## config.mk

```make
export PLATFORM = sky130hd
export DESIGN_NAME = cwf_line_fill
export DESIGN_NICKNAME = d
export VERILOG_FILES = /design/src/rtl/cwf_line_fill.sv
export SDC_FILE = /design/constraint.sdc
export NUM_CORES = 1
export LEC_CHECK = 0
export ABC_AREA = 1
export BUFFER_PORTS_ARGS = -buffer_cell sky130_fd_sc_hd__buf_4
export CAP_MARGIN = 15
export CORE_AREA = 8 8 122 124
export CTS_CLUSTER_SIZE = 16
export DETAILED_ROUTE_END_ITERATION = 10
export DIE_AREA = 0 0 130 132
export PLACE_DENSITY_LB_ADDON = 0.1
export SLEW_MARGIN = 5
export SYNTH_ARGS = -nofsm -noshare
export SYNTH_HDL_FRONTEND = slang
export SYNTH_SLANG_ARGS = --single-unit
```

## constraint.sdc

```tcl
create_clock -name clk -period 3.44 [get_ports clk]
set_clock_uncertainty 0.15 [all_clocks]
set_input_delay 0 -clock clk [delete_from_list [all_inputs] [get_ports clk]]
set_output_delay 0 -clock clk [all_outputs]
set_load 0.01 [all_outputs]
```

## src/rtl/cwf_line_fill.sv

```systemverilog
module cwf_line_fill #(
  parameter int ADDR_W  = 32,
  parameter int DATA_W  = 64,
  parameter int BEATS   = 4,
  parameter int MEM_LAT = 7
) (
  input  logic                       clk,
  input  logic                       rst_n,
  input  logic                       req_valid,
  input  logic [ADDR_W-1:0]          req_addr,
  input  logic                       req_cacheable,
  output logic                       req_ready,
  output logic                       mem_rd_en,
  output logic [ADDR_W-1:0]          mem_rd_addr,
  input  logic [DATA_W-1:0]          mem_rd_data,
  output logic                       lw_en,
  output logic [ADDR_W-1:0]          lw_line_addr,
  output logic [$clog2(BEATS)-1:0]   lw_beat,
  output logic [DATA_W-1:0]          lw_data,
  output logic                       fwd_valid,
  output logic [$clog2(BEATS)-1:0]   fwd_beat,
  output logic                       fwd_crit,
  output logic [DATA_W-1:0]          fwd_data,
  output logic                       line_valid,
  output logic [ADDR_W-1:0]          line_addr
);
  localparam int IDX_W    = $clog2(BEATS);
  localparam int OFF_W    = $clog2(DATA_W / 8);
  localparam int LINE_LSB = IDX_W + OFF_W;
  localparam int CNT_W    = $clog2(MEM_LAT + BEATS + 1);
  localparam logic [CNT_W-1:0] LAT_C = CNT_W'(MEM_LAT);

  logic                       busy, cached_q, lv_q;
  logic [IDX_W-1:0]           crit_q;
  logic [ADDR_W-LINE_LSB-1:0] line_q;
  logic [CNT_W-1:0]           cnt, nb;
  logic                       accept, issue, ret, last;
  logic [IDX_W-1:0]           issue_k, ret_k;
  logic                       unused_lo;

  assign unused_lo = &req_addr[OFF_W-1:0];
  assign nb        = cached_q ? CNT_W'(BEATS) : CNT_W'(1);
  assign accept    = req_valid && !busy;
  assign issue     = busy && (cnt < nb);
  assign ret       = busy && (cnt >= LAT_C) && (cnt < LAT_C + nb);
  assign last      = busy && (cnt == LAT_C + nb - CNT_W'(1));
  assign issue_k   = crit_q + cnt[IDX_W-1:0];
  assign ret_k     = crit_q + IDX_W'(cnt - LAT_C);

  assign req_ready    = !busy;
  assign mem_rd_en    = issue;
  assign mem_rd_addr  = {line_q, issue_k, {OFF_W{1'b0}}};
  assign fwd_valid    = ret;
  assign fwd_beat     = ret_k;
  assign fwd_crit     = ret && (ret_k == crit_q);
  assign fwd_data     = mem_rd_data;
  assign lw_en        = ret && cached_q;
  assign lw_line_addr = {line_q, {LINE_LSB{1'b0}}};
  assign lw_beat      = ret_k;
  assign lw_data      = mem_rd_data;
  assign line_valid   = lv_q;
  assign line_addr    = {line_q, {LINE_LSB{1'b0}}};

  always_ff @(posedge clk) begin
    if (!rst_n) begin
      busy     <= 1'b0;
      cached_q <= 1'b0;
      lv_q     <= 1'b0;
      crit_q   <= '0;
      line_q   <= '0;
      cnt      <= '0;
    end else begin
      lv_q <= last && cached_q;
      if (accept) begin
        busy     <= 1'b1;
        cached_q <= req_cacheable;
        crit_q   <= req_addr[LINE_LSB-1:OFF_W];
        line_q   <= req_addr[ADDR_W-1:LINE_LSB];
        cnt      <= '0;
      end else if (busy) begin
        if (last) busy <= 1'b0;
        cnt <= cnt + CNT_W'(1);
      end
    end
  end

  AST_FIRST_IS_CRIT: assert property (@(posedge clk) disable iff (!rst_n)
    fwd_valid && !$past(fwd_valid) |-> fwd_crit);
  AST_WRAP_ORDER: assert property (@(posedge clk) disable iff (!rst_n)
    fwd_valid && $past(fwd_valid) |-> fwd_beat == IDX_W'($past(fwd_beat) + 1'b1));
  AST_LV_AFTER_WRITE: assert property (@(posedge clk) disable iff (!rst_n)
    line_valid |-> $past(lw_en) && !lw_en);
  AST_NC_NO_WRITE: assert property (@(posedge clk) disable iff (!rst_n)
    fwd_valid && !cached_q |-> !lw_en && !line_valid);
  AST_BUSY_DURING_FILL: assert property (@(posedge clk) disable iff (!rst_n)
    (fwd_valid || mem_rd_en) |-> !req_ready);
  AST_READ_IN_LINE: assert property (@(posedge clk) disable iff (!rst_n)
    mem_rd_en && $past(mem_rd_en) |-> mem_rd_addr[ADDR_W-1:LINE_LSB] == $past(mem_rd_addr[ADDR_W-1:LINE_LSB]));
endmodule

```

# Word-level counts from Yosys, hierarchy flattened
# Index checks and enable logic that the tools add are counted.
totals:
  in_bits: 100
  mem_bits_ro: 0
  ramBits: 0
  latchBits: 0
  regBits: 36
  wordCells: 32
  out_inout_bits: 234
  mem_count: 0
classes:
  n_eq_ne: 2
  n_div: 0
  addsub: 6
  mul: 0
  shift: 0
  muxes: 4
  bitwise_logic: 1
  n_reduce_logical: 10
  order_cmp: 3
op_table:
  columns: ["op", "count"]
  rows:
  - ["$logic_and 1x1->1", 8]
  - ["$add 2x2->2", 2]
  - ["$add 3x3->4 const A", 1]
  - ["$add 4x1->4 const B", 1]
  - ["$eq 4x4->1", 1]
  - ["$ge 4x3->1 const B", 1]
  - ["$lt 4x3->1", 1]
  - ["$lt 4x4->1", 1]
  - ["$sub 4x1->4 const B", 1]
  - ["$mux 1", 3]
  - ["$mux 3", 1]
  - ["$eq 2x2->1", 1]
  - ["$reduce_or 2->1", 1]
  - ["$sub 2x2->2 const B", 1]
  - ["$logic_not 1->1", 1]
  - ["$not 1->1", 1]

# Logic depth before layout (Yosys ltp)
# Gate-level depths: netlist of run 1.
logic_depth:
  ltp_word: 8
  depth_mapped: 9
  depth_no_buf: 8

# Worst setup path before layout of run 1
# OpenSTA, ideal clock, no wires.
synth_path:
  kind: "reg-to-output"
  start: "register cnt[0]"
  end: "output port fwd_crit"
  t_arrival_ns: 1.207
  path_slack_ns: 2.083
  path_buffers: 0
  required_ns: 3.290
  path_stages_with_launch: 7
  cell_sequence: "dfxtp_1 > inv_1 > ha_1 > inv_1 > nand2_1 > nand3_1 > nor2_1"
synth_between:
  elab_chain_cells: 4
  elab_cells_between_ends: 8
  cone_classes: "2 x add/sub; 2 x order compare; 1 x eq/ne; 3 x reduce/logical"
synth_rtl:
  columns: ["item", "line_no", "source"]
  rows:
  - ["from (decl)", "36", "logic [CNT_W-1:0] cnt, nb;"]
  - ["from (signal assigned)", "82", "cnt <= cnt + CNT_W'(1);"]
  - ["$sub 2x2->2", "48", "assign ret_k = crit_q + IDX_W'(cnt - LAT_C);"]
  - ["$add 2x2->2", "48", null]
  - ["net fwd_beat[0]", "21", "output logic [$clog2(BEATS)-1:0] fwd_beat,"]
  - ["$eq 2x2->1", "55", "assign fwd_crit = ret && (ret_k == crit_q);"]
  - ["$logic_and 1x1->1", "55", null]
  - ["to (decl)", "22", "output logic fwd_crit,"]
# The timed path passes the listed nets, and every way through them passes these cells.

# Worst setup path in the final report of run 1
layout_path:
  start: "register busy"
  end: "register busy"
layout_between:
  elab_chain_cells: 4
  elab_cells_between_ends: 6
  cone_classes: "3 x mux; 3 x reduce/logical"
layout_rtl:
  columns: ["item", "line_no", "source"]
  rows:
  - ["from (decl)", "33", "logic busy, cached_q, lv_q;"]
  - ["from (signal assigned)", "66", "busy <= 1'b0;"]
  - ["from (signal assigned)", "75", "busy <= 1'b1;"]
  - ["from (signal assigned)", "81", "if (last) busy <= 1'b0;"]
  - ["$logic_and 1x1->1", "46", "assign last = busy && (cnt == LAT_C + nb - CNT_W'(1));"]
  - ["$mux 1", "81", null]
  - ["$mux 1", "80", "end else if (busy) begin"]
  - ["$mux 1 (*)", "74", "if (accept) begin"]
# Mark *: on every way between the ends. The rest lies on a longest branch, timed or not.
# A chain may end at the register's enable or synchronous reset.

==> impl_metrics.env, run 1 <==
export IMPL_drv_slew=0
export IMPL_vias=2240
export IMPL_areaGrowthSynthToFinish_pct=27.3
export IMPL_relSlewSlack=0.619
export IMPL_fp_dieArea_mm2=0.0172
export IMPL_post_cts_buffers=0
export IMPL_synth_area_mm2=0.00301
export IMPL_synth_ff_type="dfxtp_1"
export IMPL_yosysMostFrequentCell="buf_4"
export IMPL_grt_pass1_vias=2363
export IMPL_yosysSeqAreaShare=0.239
export IMPL_yosysUniqueCellTypes=22
export IMPL_synth_area_per_cell_um2=7.50
export IMPL_io_pins=334
export IMPL_critPathTopFamily="buffers and inverters"
export IMPL_cts_sinks=36
export IMPL_clkTransAtPathRegs_ns=0.06
export IMPL_start_util=0.232
export IMPL_arrival_ns=2.15
export IMPL_grt_overflow=0
export IMPL_cts_max_path_buffers=2
export IMPL_postSynthCellCount=402
export IMPL_wire_per_inst_um=15.0
export IMPL_irDropWorstVdd_uv=162
export IMPL_clock_fmax_ghz=0.468
export IMPL_core_area_mm2=0.0130
export IMPL_synthTopCellsByCount="buf_4, nand2_1, dfxtp_1"
export IMPL_synthArstFlopShare=0
export IMPL_placed_cell_area_mm2=0.00268
export IMPL_ant_nets=0
export IMPL_finalCritPeriodShare=0.621
export IMPL_first_pass_iters=4
export IMPL_cp_slowest_cell="dfxtp_1"
export IMPL_synth_seq_cells=36
export IMPL_cp_max_fo=8
export IMPL_yosysWarningCount=0
export IMPL_track_usage=0.100
export IMPL_hold_class="in2reg"
export IMPL_crit_top_cell="dlygate4sd3_1"
export IMPL_grt_max_degree=30
export IMPL_fin_area_mm2=0.00384
export IMPL_rows=42
export IMPL_yosysTopAreaCell="buf_4"
export IMPL_cp_cell_sequence="inv_8 -> nand3_1 -> dlygate4sd3_1 -> nand2_1 -> dlygate4sd3_1"
export IMPL_power_density_mw_per_mm2=360
export IMPL_setup_viol=0
export IMPL_n_antenna_cell=0
export IMPL_hold_violations=0
export IMPL_synth_edf_count=0
export IMPL_clockRootBuffer="clkbuf_16"
export IMPL_grt_pass1_wl_mm=13.5
export IMPL_synthDominantCellAreaShare=0.491
export IMPL_tightest_slew_ns=0.571
export IMPL_worstSetupStartpointType="register"
export IMPL_worstSkewPairLatency_ns=0.28
export IMPL_post_route_drc_count=0
export IMPL_portBuffers=125
export IMPL_numCtsBuffers=5
export IMPL_final_nets=551
export IMPL_dp_hpwl_mm=6.20
export IMPL_drtIter0Drc=74
export IMPL_path_buf_inv=3
export IMPL_maxCapViolations=0
export IMPL_finalSetupTns_ns=0
export IMPL_gp_congestion=0.681
export IMPL_vias_per_cell=3.61
export IMPL_drive_gt1_frac=0.328
export IMPL_cts_tree="built"
export IMPL_required_ns=3.45
export IMPL_die_y_um=132
export IMPL_crit_path_end_kind="register"
export IMPL_die_w_um=130
export IMPL_cts_htree_levels=2
export IMPL_p_leak_nw=1.96
export IMPL_finalCriticalPeriod_ns=2.14
export IMPL_fill_cells=1368
export IMPL_max_stage_delay_ns=0.57
export IMPL_status="finished clean"
export IMPL_antenna_found_initial=0
export IMPL_rsz0062_at_grt="no"
export IMPL_synthTopCellsByArea="buf_4, dfxtp_1, nand2_1"
export IMPL_criticalPathCategory="reg2reg"
export IMPL_wirelength_mm=9.34
==> placed cells by master, fill, tap and decap left out <==
| cell | synthesis | layout |
|---|---|---|
| clkbuf_1 | 0 | 2 |
| dlygate4sd3_1 | 0 | 101 |
| ha_1 | 7 | 7 |
| nand2_4 | 2 | 2 |
| nor2_1 | 9 | 9 |
| nor3b_1 | 1 | 1 |
| conb_1 | 1 | 13 |
| xor2_1 | 2 | 2 |
| a21oi_1 | 2 | 2 |
| dfxtp_1 | 36 | 36 |
| inv_8 | 1 | 1 |
| clkbuf_8 | 0 | 1 |
| nand3_1 | 3 | 3 |
| nor3_1 | 1 | 1 |
| inv_4 | 1 | 1 |
| inv_1 | 12 | 12 |
| nand2_2 | 10 | 10 |
| a21boi_0 | 1 | 1 |
| clkbuf_16 | 0 | 5 |
| o21ai_0 | 3 | 3 |
| buf_4 | 197 | 126 |
| nand2_1 | 106 | 106 |
==> where the power goes <==
part           leakage [nW]  internal [mW]  switching (mW)
sequential            0.295          0.445          0.0342
clock                0.0712          0.289           0.170
combinational          1.59          0.223           0.222
total                  1.96          0.957           0.425
==> what timing repair did <==
| item | CTS | global route |
|---|---|---|
| endpoints found under the hold margin | 162 | 0 |
| endpoints found under the setup margin | 0 | 0 |
| gates resized for setup | 0 | 0 |
| hold buffers | 101 | 0 |
==> per-layer routing <==
metal | track usage | wire length [um] | vias up
met5 | 0 | 0 | -
met4 | 0.0258 | 89 | 0
met3 | 0.0396 | 1090 | 5
met2 | 0.174 | 4740 | 176
met1 | 0.110 | 3410 | 979
li1 | - | - | 1080
==> kinds of logic (layout without fill, tap and decap cells) <==
group | after synthesis | in the layout | share of synthesized area
XOR/XNOR | 2 | 2 | 0.00581
flip-flops | 36 | 36 | 0.239
AO/OA/AOI/OAI | 6 | 6 | 0.0108
other | 1 | 13 | 0.00124
AND/OR/NAND/NOR | 132 | 132 | 0.181
buffers and inverters | 218 | 249 | 0.533
adder cells (fa/ha/maj) | 7 | 7 | 0.0291
==> per-stage QoR <==
step                setup WS (ns)   util  hold slack (ns)  std cells  power (mW)
floorplan                    2.08      -          -0.0582        414       0.838
global placement             1.60  0.206           -0.150        512       0.783
detailed placement           1.56  0.206           -0.150        512       0.782
CTS                          1.30  0.296            0.293        621        1.42
global route                 1.16  0.296            0.309        621        1.46
finish                       1.30  0.296            0.306        621        1.38
==> worst register-to-register path, cell delays in order, from the launching register on <==
cell,delay (ns)
dfxtp_1,0.57
inv_8,0.06
nand3_1,0.09
dlygate4sd3_1,0.55
nand2_1,0.05
dlygate4sd3_1,0.55
==> flip-flops by register name, indices dropped and copies added (netlist names) <==
signal / count
busy: 1
line_valid: 1
cnt: 4
crit_q: 2
line_q: 27
cached_q: 1
==> cell type report <==
| cell class | instances | area [um^2] | share of cell area |
|---|---|---|---|
| inverter | 14 | 62.6 | 0.0163 |
| sequential | 36 | 721 | 0.188 |
| tap | 176 | 220 | 0.0574 |
| timing repair buffer | 227 | 1960 | 0.510 |
| clock buffer | 8 | 146 | 0.0381 |
| multi-input combinational | 160 | 731 | 0.190 |
==> worst paths after layout <==
path	from	endpoint	slack, ns	cells past startpoint
worst min-delay path	req_addr[23]	line_q[18]$_SDFFE_PN0P_	0.31	4
worst min register to register	line_q[22]$_SDFFE_PN0P_	line_q[22]$_SDFFE_PN0P_	0.33	2
worst max register to register	busy$_SDFF_PN0_	busy$_SDFF_PN0_	1.30	5
worst max-delay path	busy$_SDFF_PN0_	busy$_SDFF_PN0_	1.30	5
Power figures use the tool's default switching activity.
==> run 2: changes to the inputs <==
--- a/config.mk
+++ b/config.mk
@@ -5,13 +5,13 @@
 export SDC_FILE = /design/constraint.sdc
 export NUM_CORES = 1
 export LEC_CHECK = 0
-export ABC_AREA = 1
+export ABC_AREA = 0
 export BUFFER_PORTS_ARGS = -buffer_cell sky130_fd_sc_hd__buf_4
 export CAP_MARGIN = 15
-export CORE_AREA = 8 8 122 124
+export CORE_AREA = 8 8 123 125
 export CTS_CLUSTER_SIZE = 16
 export DETAILED_ROUTE_END_ITERATION = 10
-export DIE_AREA = 0 0 130 132
+export DIE_AREA = 0 0 131 133
 export PLACE_DENSITY_LB_ADDON = 0.1
 export SLEW_MARGIN = 5
 export SYNTH_ARGS = -nofsm -noshare
==> constraint.sdc (replaced) <==
create_clock -name clk -period 2 [get_ports clk]
set_clock_uncertainty 0.15 [all_clocks]
set_input_delay 0 -clock clk [delete_from_list [all_inputs] [get_ports clk]]
set_output_delay 0 -clock clk [all_outputs]
set_load 0.01 [all_outputs]
==> run 2 against run 1 <==
  * Combinational power increased by 74%
  * Sequential power increased by 70%
  * Setup slack got worse by 1.2 ns
  * Non-clock buffer count fell by 2
  * Sequential share of layout area increased by 0.70 points
  * Hold slack better by 0.019 ns
  * Final area fell by 3.4%
  * Largest cell class unchanged
  * Highest routed layer unchanged
==> impl_metrics.env, run 2 <==
export IMPL_start_util=0.221
export IMPL_first_pass_iters=2
export IMPL_status="finished clean"
export IMPL_maxCapViolations=0
export IMPL_cts_htree_levels=2
export IMPL_areaGrowthSynthToFinish_pct=28.2
export IMPL_postSynthCellCount=318
export IMPL_whs_ns=0.325
export IMPL_yosysMostFrequentCell="buf_4"
export IMPL_final_nets=464
export IMPL_criticalPathCategory="reg2out"
export IMPL_placed_cell_area_mm2=0.00257
export IMPL_yosysSeqAreaShare=0.249
export IMPL_ant_nets=0
export IMPL_arrival_ns=1.71
export IMPL_vias=1951
export IMPL_antenna_found_initial=0
export IMPL_post_route_drc_count=0
export IMPL_irDropWorstVdd_uv=296
export IMPL_clockRootBuffer="clkbuf_16"
export IMPL_synthArstFlopShare=0
export IMPL_cts_sinks=36
export IMPL_grt_overflow=0
export IMPL_seq_area_um2=722
export IMPL_die_w_um=131
export IMPL_final_cell_mix="buf_4, dlygate4sd3_1, dfxtp_1"
export IMPL_required_ns=1.85
export IMPL_numCtsBuffers=5
export IMPL_rows=42
export IMPL_fp_dieArea_mm2=0.0174
export IMPL_yosysWarningCount=0
export IMPL_place_inst=430
export IMPL_max_stage_delay_ns=0.32
export IMPL_dp_hpwl_mm=7.29
export IMPL_finalCriticalPeriod_ns=1.86
export IMPL_min_from="req_addr[5]"
export IMPL_r2r_start="cnt[0]$_SDFFE_PP0P_"
export IMPL_synthTopCellsByCount="buf_4, dfxtp_1, a22o_1"
export IMPL_drive_gt1_frac=0.397
export IMPL_worstSkewPairLatency_ns=0.28
export IMPL_synth_seq_cells=36
export IMPL_finalSetupTns_ns=0
export IMPL_finalCritPeriodShare=0.931
export IMPL_synth_edf_count=0
export IMPL_track_usage=0.104
export IMPL_multiInputGateArea_um2=636
export IMPL_gp_congestion=0.672
export IMPL_startpoint="cached_q$_SDFFE_PN0P_"
export IMPL_grt_pass1_wl_mm=13.8
export IMPL_cts_tree="built"
export IMPL_p_leak_nw=1.76
export IMPL_cp_cell_sequence="inv_1 -> ha_1 -> nor2b_1 -> o31a_1 -> nor4_1 -> buf_4"
export IMPL_io_pins=334
export IMPL_n_antenna_cell=0
export IMPL_wirelength_mm=9.93
export IMPL_rsz0062_at_grt="no"
export IMPL_synth_ff_type="dfxtp_1"
export IMPL_core_area_mm2=0.0131
export IMPL_setup_viol=0
export IMPL_synthDominantCellAreaShare=0.511
export IMPL_die_y_um=133
export IMPL_hold_violations=0
export IMPL_yosysUniqueCellTypes=28
export IMPL_cp_slowest_cell="dfxtp_1"
export IMPL_wire_per_inst_um=18.6
export IMPL_drv_slew=0
export IMPL_worstSetupStartpointType="register"
export IMPL_final_common_cell="buf_4"
export IMPL_drtIter0Drc=60
export IMPL_cts_max_path_buffers=2
export IMPL_clkTransAtPathRegs_ns=0.06
export IMPL_largest_register_ffs=27
export IMPL_total_power_mw=2.50
export IMPL_synth_area_per_cell_um2=9.09
export IMPL_vias_per_cell=3.65
export IMPL_clock_fmax_ghz=0.537
export IMPL_power_density_mw_per_mm2=674
export IMPL_synthTopCellsByArea="buf_4, dfxtp_1, a22o_1"
export IMPL_crit_path_end_kind="primary output"
export IMPL_hold_class="in2reg"
export IMPL_fill_cells=1388
export IMPL_reg_top3="line_q: 27 flops, cnt: 4 flops, crit_q: 2 flops"
export IMPL_fin_area_mm2=0.00371
export IMPL_final_cell_count_no_fill=534
export IMPL_grt_pass1_vias=2090
export IMPL_synth_area_mm2=0.00289
export IMPL_post_cts_buffers=0
export IMPL_regMostFlops="line_q"
export IMPL_yosysTopAreaCell="buf_4"
export IMPL_portBuffers=125
export IMPL_grt_max_degree=31
export IMPL_cp_max_fo=4
run 2: changes by cell type after synthesis, moves of 4 or more:
| cell | delta |
|---|---|
| a22o_1 | +30 |
| buf_6 | +6 |
| inv_1 | -8 |
| nand2_1 | -103 |
| nand2_2 | -9 |
| nor2_1 | -4 |
| xnor2_1 | +4 |
run 2: kinds of logic (layout without fill, tap and decap cells):
logic type	Yosys count	after routing	synth area share
buf+inv	210	238	0.547
flops	36	36	0.249
compound gates	34	34	0.103
simple gates	20	20	0.0390
xor+xnor	9	9	0.0273
fa+ha+maj	7	7	0.0303
other cells	1	13	0.00130
mux	1	1	0.00346
run 2: worst paths after layout:
path	depth (start not counted)	to	slack, ns
worst min-delay path	3	line_q[0]$_SDFFE_PN0P_	0.33
worst max-delay path	6	fwd_crit	0.14
worst max register to register	5	busy$_SDFF_PN0_	0.38
worst min register to register	1	line_q[4]$_SDFFE_PN0P_	0.39
run 2: per-stage QoR:
step / setup slack, ns / util
after floorplan: 0.266 / -
after global placement: 0.288 / 0.197
after detailed placement: 0.304 / 0.197
after CTS: 0.00278 / 0.283
after global routing: 0.00783 / 0.283
final: 0.139 / 0.283
run 2: critical path, delay by kind of cell, from the launching register on:
family	cells	cell delay [ns]
AND/OR/NAND/NOR	2	0.29
AO/OA/AOI/OAI	1	0.27
adder cells (fa/ha/maj)	1	0.29
buffers and inverters	2	0.26
flip-flops	1	0.32
run 2: cell type report:
type	count	area share
repair buffers	225	0.524
flip-flops and latches	36	0.195
multi-input cells	84	0.172
well taps	176	0.0594
clock buffers	5	0.0338
clock inverters	3	0.0115
inverters	5	0.00506
run 2: metal layers:
layer	routed length [um]	track usage
met5	0	0
met1	3180	0.0970
met4	127	0.0294
met3	1290	0.0398
met2	5340	0.201
run 2: repair_timing:
item                                    CTS  global route
hold endpoints to repair                164             0
endpoints found under the setup margin    0             2
hold buffers                             96             0
gates resized for setup                   0             2
run 2: report_power, final:
part	total [mW]	internal, mW	leakage, nW	switching, mW
Clock	0.906	0.586	0.0798	0.320
Sequential	0.818	0.766	0.296	0.0518
Combinational	0.773	0.401	1.38	0.372
==> run 3: changes to the inputs <==
==> config.mk (replaced) <==
export PLATFORM = sky130hd
export DESIGN_NAME = cwf_line_fill
export DESIGN_NICKNAME = d
export VERILOG_FILES = /design/src/rtl/cwf_line_fill.sv
export SDC_FILE = /design/constraint.sdc
export NUM_CORES = 1
export LEC_CHECK = 0
export ABC_AREA = 1
export BUFFER_PORTS_ARGS = -buffer_cell sky130_fd_sc_hd__buf_4
export CAP_MARGIN = 40
export CORE_AREA = 8 8 124 126
export CTS_CLUSTER_SIZE = 16
export DETAILED_ROUTE_END_ITERATION = 10
export DIE_AREA = 0 0 132 134
export PLACE_DENSITY_LB_ADDON = 0.1
export SLEW_MARGIN = 5
export SYNTH_ARGS = -nofsm -noshare
export SYNTH_HDL_FRONTEND = slang
export SYNTH_SLANG_ARGS = --single-unit
export TNS_END_PERCENT = 50
==> run 3 against run 2 <==
  * Sequential share of layout area shrank 0.60 points
  * Via count grew 15%
  * Sequential power grew 1%
  * Count of clock-buffer cells in the layout grew 3
  * Critical path depth shrank 1
  * First-iteration DRC count grew 15%
  * Combinational power shrank 2%
  * Global-route usage shrank 0.17 points
  * Die area grew 1.5%
  * Non-clock buffer count is the same
  * Routed wire length shrank 4.7%
  * Cell count grew 17%
  * Critical endpoint is now mem_rd_en
  * Largest cell class unchanged
  * Largest power group is now registers
==> impl_metrics.env, run 3 (synthesis gave the netlist of run 1 again) <==
export IMPL_status="finished clean"
export IMPL_post_route_drc_count=0
export IMPL_met2WireLength_mm=4.77
export IMPL_dr_max_layer_used="met4"
export IMPL_drtIter0Drc=69
export IMPL_regMostFlops="line_q"
export IMPL_clock_fmax_ghz=0.561
export IMPL_fin_area_mm2=0.00382
export IMPL_wirelength_mm=9.47
export IMPL_portBuffers=125
export IMPL_crit_path_end_kind="primary output"
export IMPL_clkTransAtPathRegs_ns=0.06
export IMPL_grt_max_degree=30
export IMPL_largest_register_ffs=27
export IMPL_irDropWorstVdd_uv=258
export IMPL_track_usage=0.102
export IMPL_drive_gt1_frac=0.332
export IMPL_setup_viol=0
export IMPL_hold_class="in2reg"
export IMPL_fp_dieArea_mm2=0.0177
export IMPL_vias=2242
export IMPL_core_area_mm2=0.0135
export IMPL_clock_power_share=0.335
export IMPL_start_util=0.223
export IMPL_reg_top3="line_q: 27 flops, cnt: 4 flops, crit_q: 2 flops"
export IMPL_cp_slowest_cell="dfxtp_1"
export IMPL_worstSetupStartpointType="register"
export IMPL_wire_per_inst_um=15.2
export IMPL_cts_sinks=36
export IMPL_p_leak_nw=1.94
export IMPL_criticalPathCategory="reg2out"
export IMPL_dp_hpwl_mm=6.18
export IMPL_antenna_found_initial=0
export IMPL_p_switching_mw=0.743
export IMPL_drv_slew=0
export IMPL_placed_cell_area_mm2=0.00269
export IMPL_cts_htree_levels=2
export IMPL_rows=43
export IMPL_finalCritPeriodShare=0.892
export IMPL_required_ns=1.85
export IMPL_hold_violations=0
export IMPL_io_pins=334
export IMPL_cts_tree="built"
export IMPL_power_density_mw_per_mm2=624
export IMPL_cp_cell_sequence="inv_1 -> ha_1 -> a21boi_0 -> nor3_1 -> buf_4"
export IMPL_rsz0062_at_grt="no"
export IMPL_cp_max_fo=6
export IMPL_gp_congestion=0.677
export IMPL_numCtsBuffers=5
export IMPL_cts_max_path_buffers=2
export IMPL_combPwrFrac=0.318
export IMPL_clockRootBuffer="clkbuf_16"
export IMPL_hold_depth=4
export IMPL_finalCriticalPeriod_ns=1.78
export IMPL_total_power_mw=2.39
export IMPL_die_y_um=134
export IMPL_post_cts_buffers=0
export IMPL_whs_ns=0.306
export IMPL_grt_pass1_wl_mm=14.5
export IMPL_power_frac_seq=0.347
export IMPL_ant_nets=0
export IMPL_final_core_utilization=0.283
export IMPL_vias_per_cell=3.60
export IMPL_finalSetupTns_ns=0
export IMPL_r2r_cells=6
export IMPL_swShare=0.311
export IMPL_n_antenna_cell=0
export IMPL_p_int_mw=1.64
export IMPL_final_common_cell="buf_4"
export IMPL_final_cell_mix="buf_4, nand2_1, dlygate4sd3_1"
export IMPL_arrival_ns=1.63
export IMPL_wl_met3_mm=1.06
export IMPL_areaGrowthSynthToFinish_pct=26.9
export IMPL_final_nets=549
export IMPL_first_pass_iters=4
export IMPL_maxCapViolations=0
export IMPL_max_stage_delay_ns=0.35
export IMPL_worstSkewPairLatency_ns=0.28
export IMPL_grt_overflow=0
export IMPL_met1_length_mm=3.51
export IMPL_grt_pass1_vias=2539
export IMPL_die_w_um=132
## run 3: area by class of cell
| cell class | instances | area (um^2) |
|---|---|---|
| sequential | 36 | 722 |
| timing repair buffer | 225 | 1940 |
| clock buffer | 8 | 146 |
| fill | 1458 | 9680 |
| inverter | 14 | 62.6 |
| multi-input combinational | 160 | 731 |
| tap | 180 | 225 |
## run 3: metrics by stage
step	cells	worst slack [ns]
finish	623	0.217
global route	623	0.0598
CTS	623	0.0625
detailed placement	516	0.274
global placement	516	0.299
floorplan	414	0.643
## run 3: final timing paths
kind	slack, ns	end	start
max	0.22	mem_rd_en	cached_q$_SDFFE_PN0P_
min	0.31	line_q[23]$_SDFFE_PN0P_	req_addr[28]
max reg2reg	0.23	cached_q$_SDFFE_PN0P_	busy$_SDFF_PN0_
min reg2reg	0.33	line_q[23]$_SDFFE_PN0P_	line_q[23]$_SDFFE_PN0P_
## run 3: routing by layer
metal | global-route usage | up-vias
li1 | - | 1075
met1 | 0.104 | 977
met2 | 0.181 | 181
met3 | 0.0501 | 9
met4 | 0.0319 | 0
met5 | 0 | -
## run 3: power groups by stage
stage | clock network, mW | registers, mW | logic, mW
floorplan | 0 | 0.840 | 0.602
global placement | 0 | 0.842 | 0.507
detailed placement | 0 | 0.843 | 0.507
CTS | 0.843 | 0.828 | 0.777
global route | 0.875 | 0.837 | 0.827
finish | 0.800 | 0.827 | 0.759
## run 3: worst max-delay path: cells and delay by family (launching register included)
| kind | cells | cell delay [ns] |
|---|---|---|
| buffers and inverters | 2 | 0.30 |
| DFF | 1 | 0.35 |
| adders and majority gates | 1 | 0.32 |
| AOI/OAI and AO/OA | 1 | 0.13 |
| and+or+nand+nor | 1 | 0.24 |
## run 3: what timing repair did
item	4_1_cts	5_1_grt
gates resized for setup	0	1
endpoints found under the hold margin	162	0
setup endpoints to repair	0	2
hold buffers	99	0
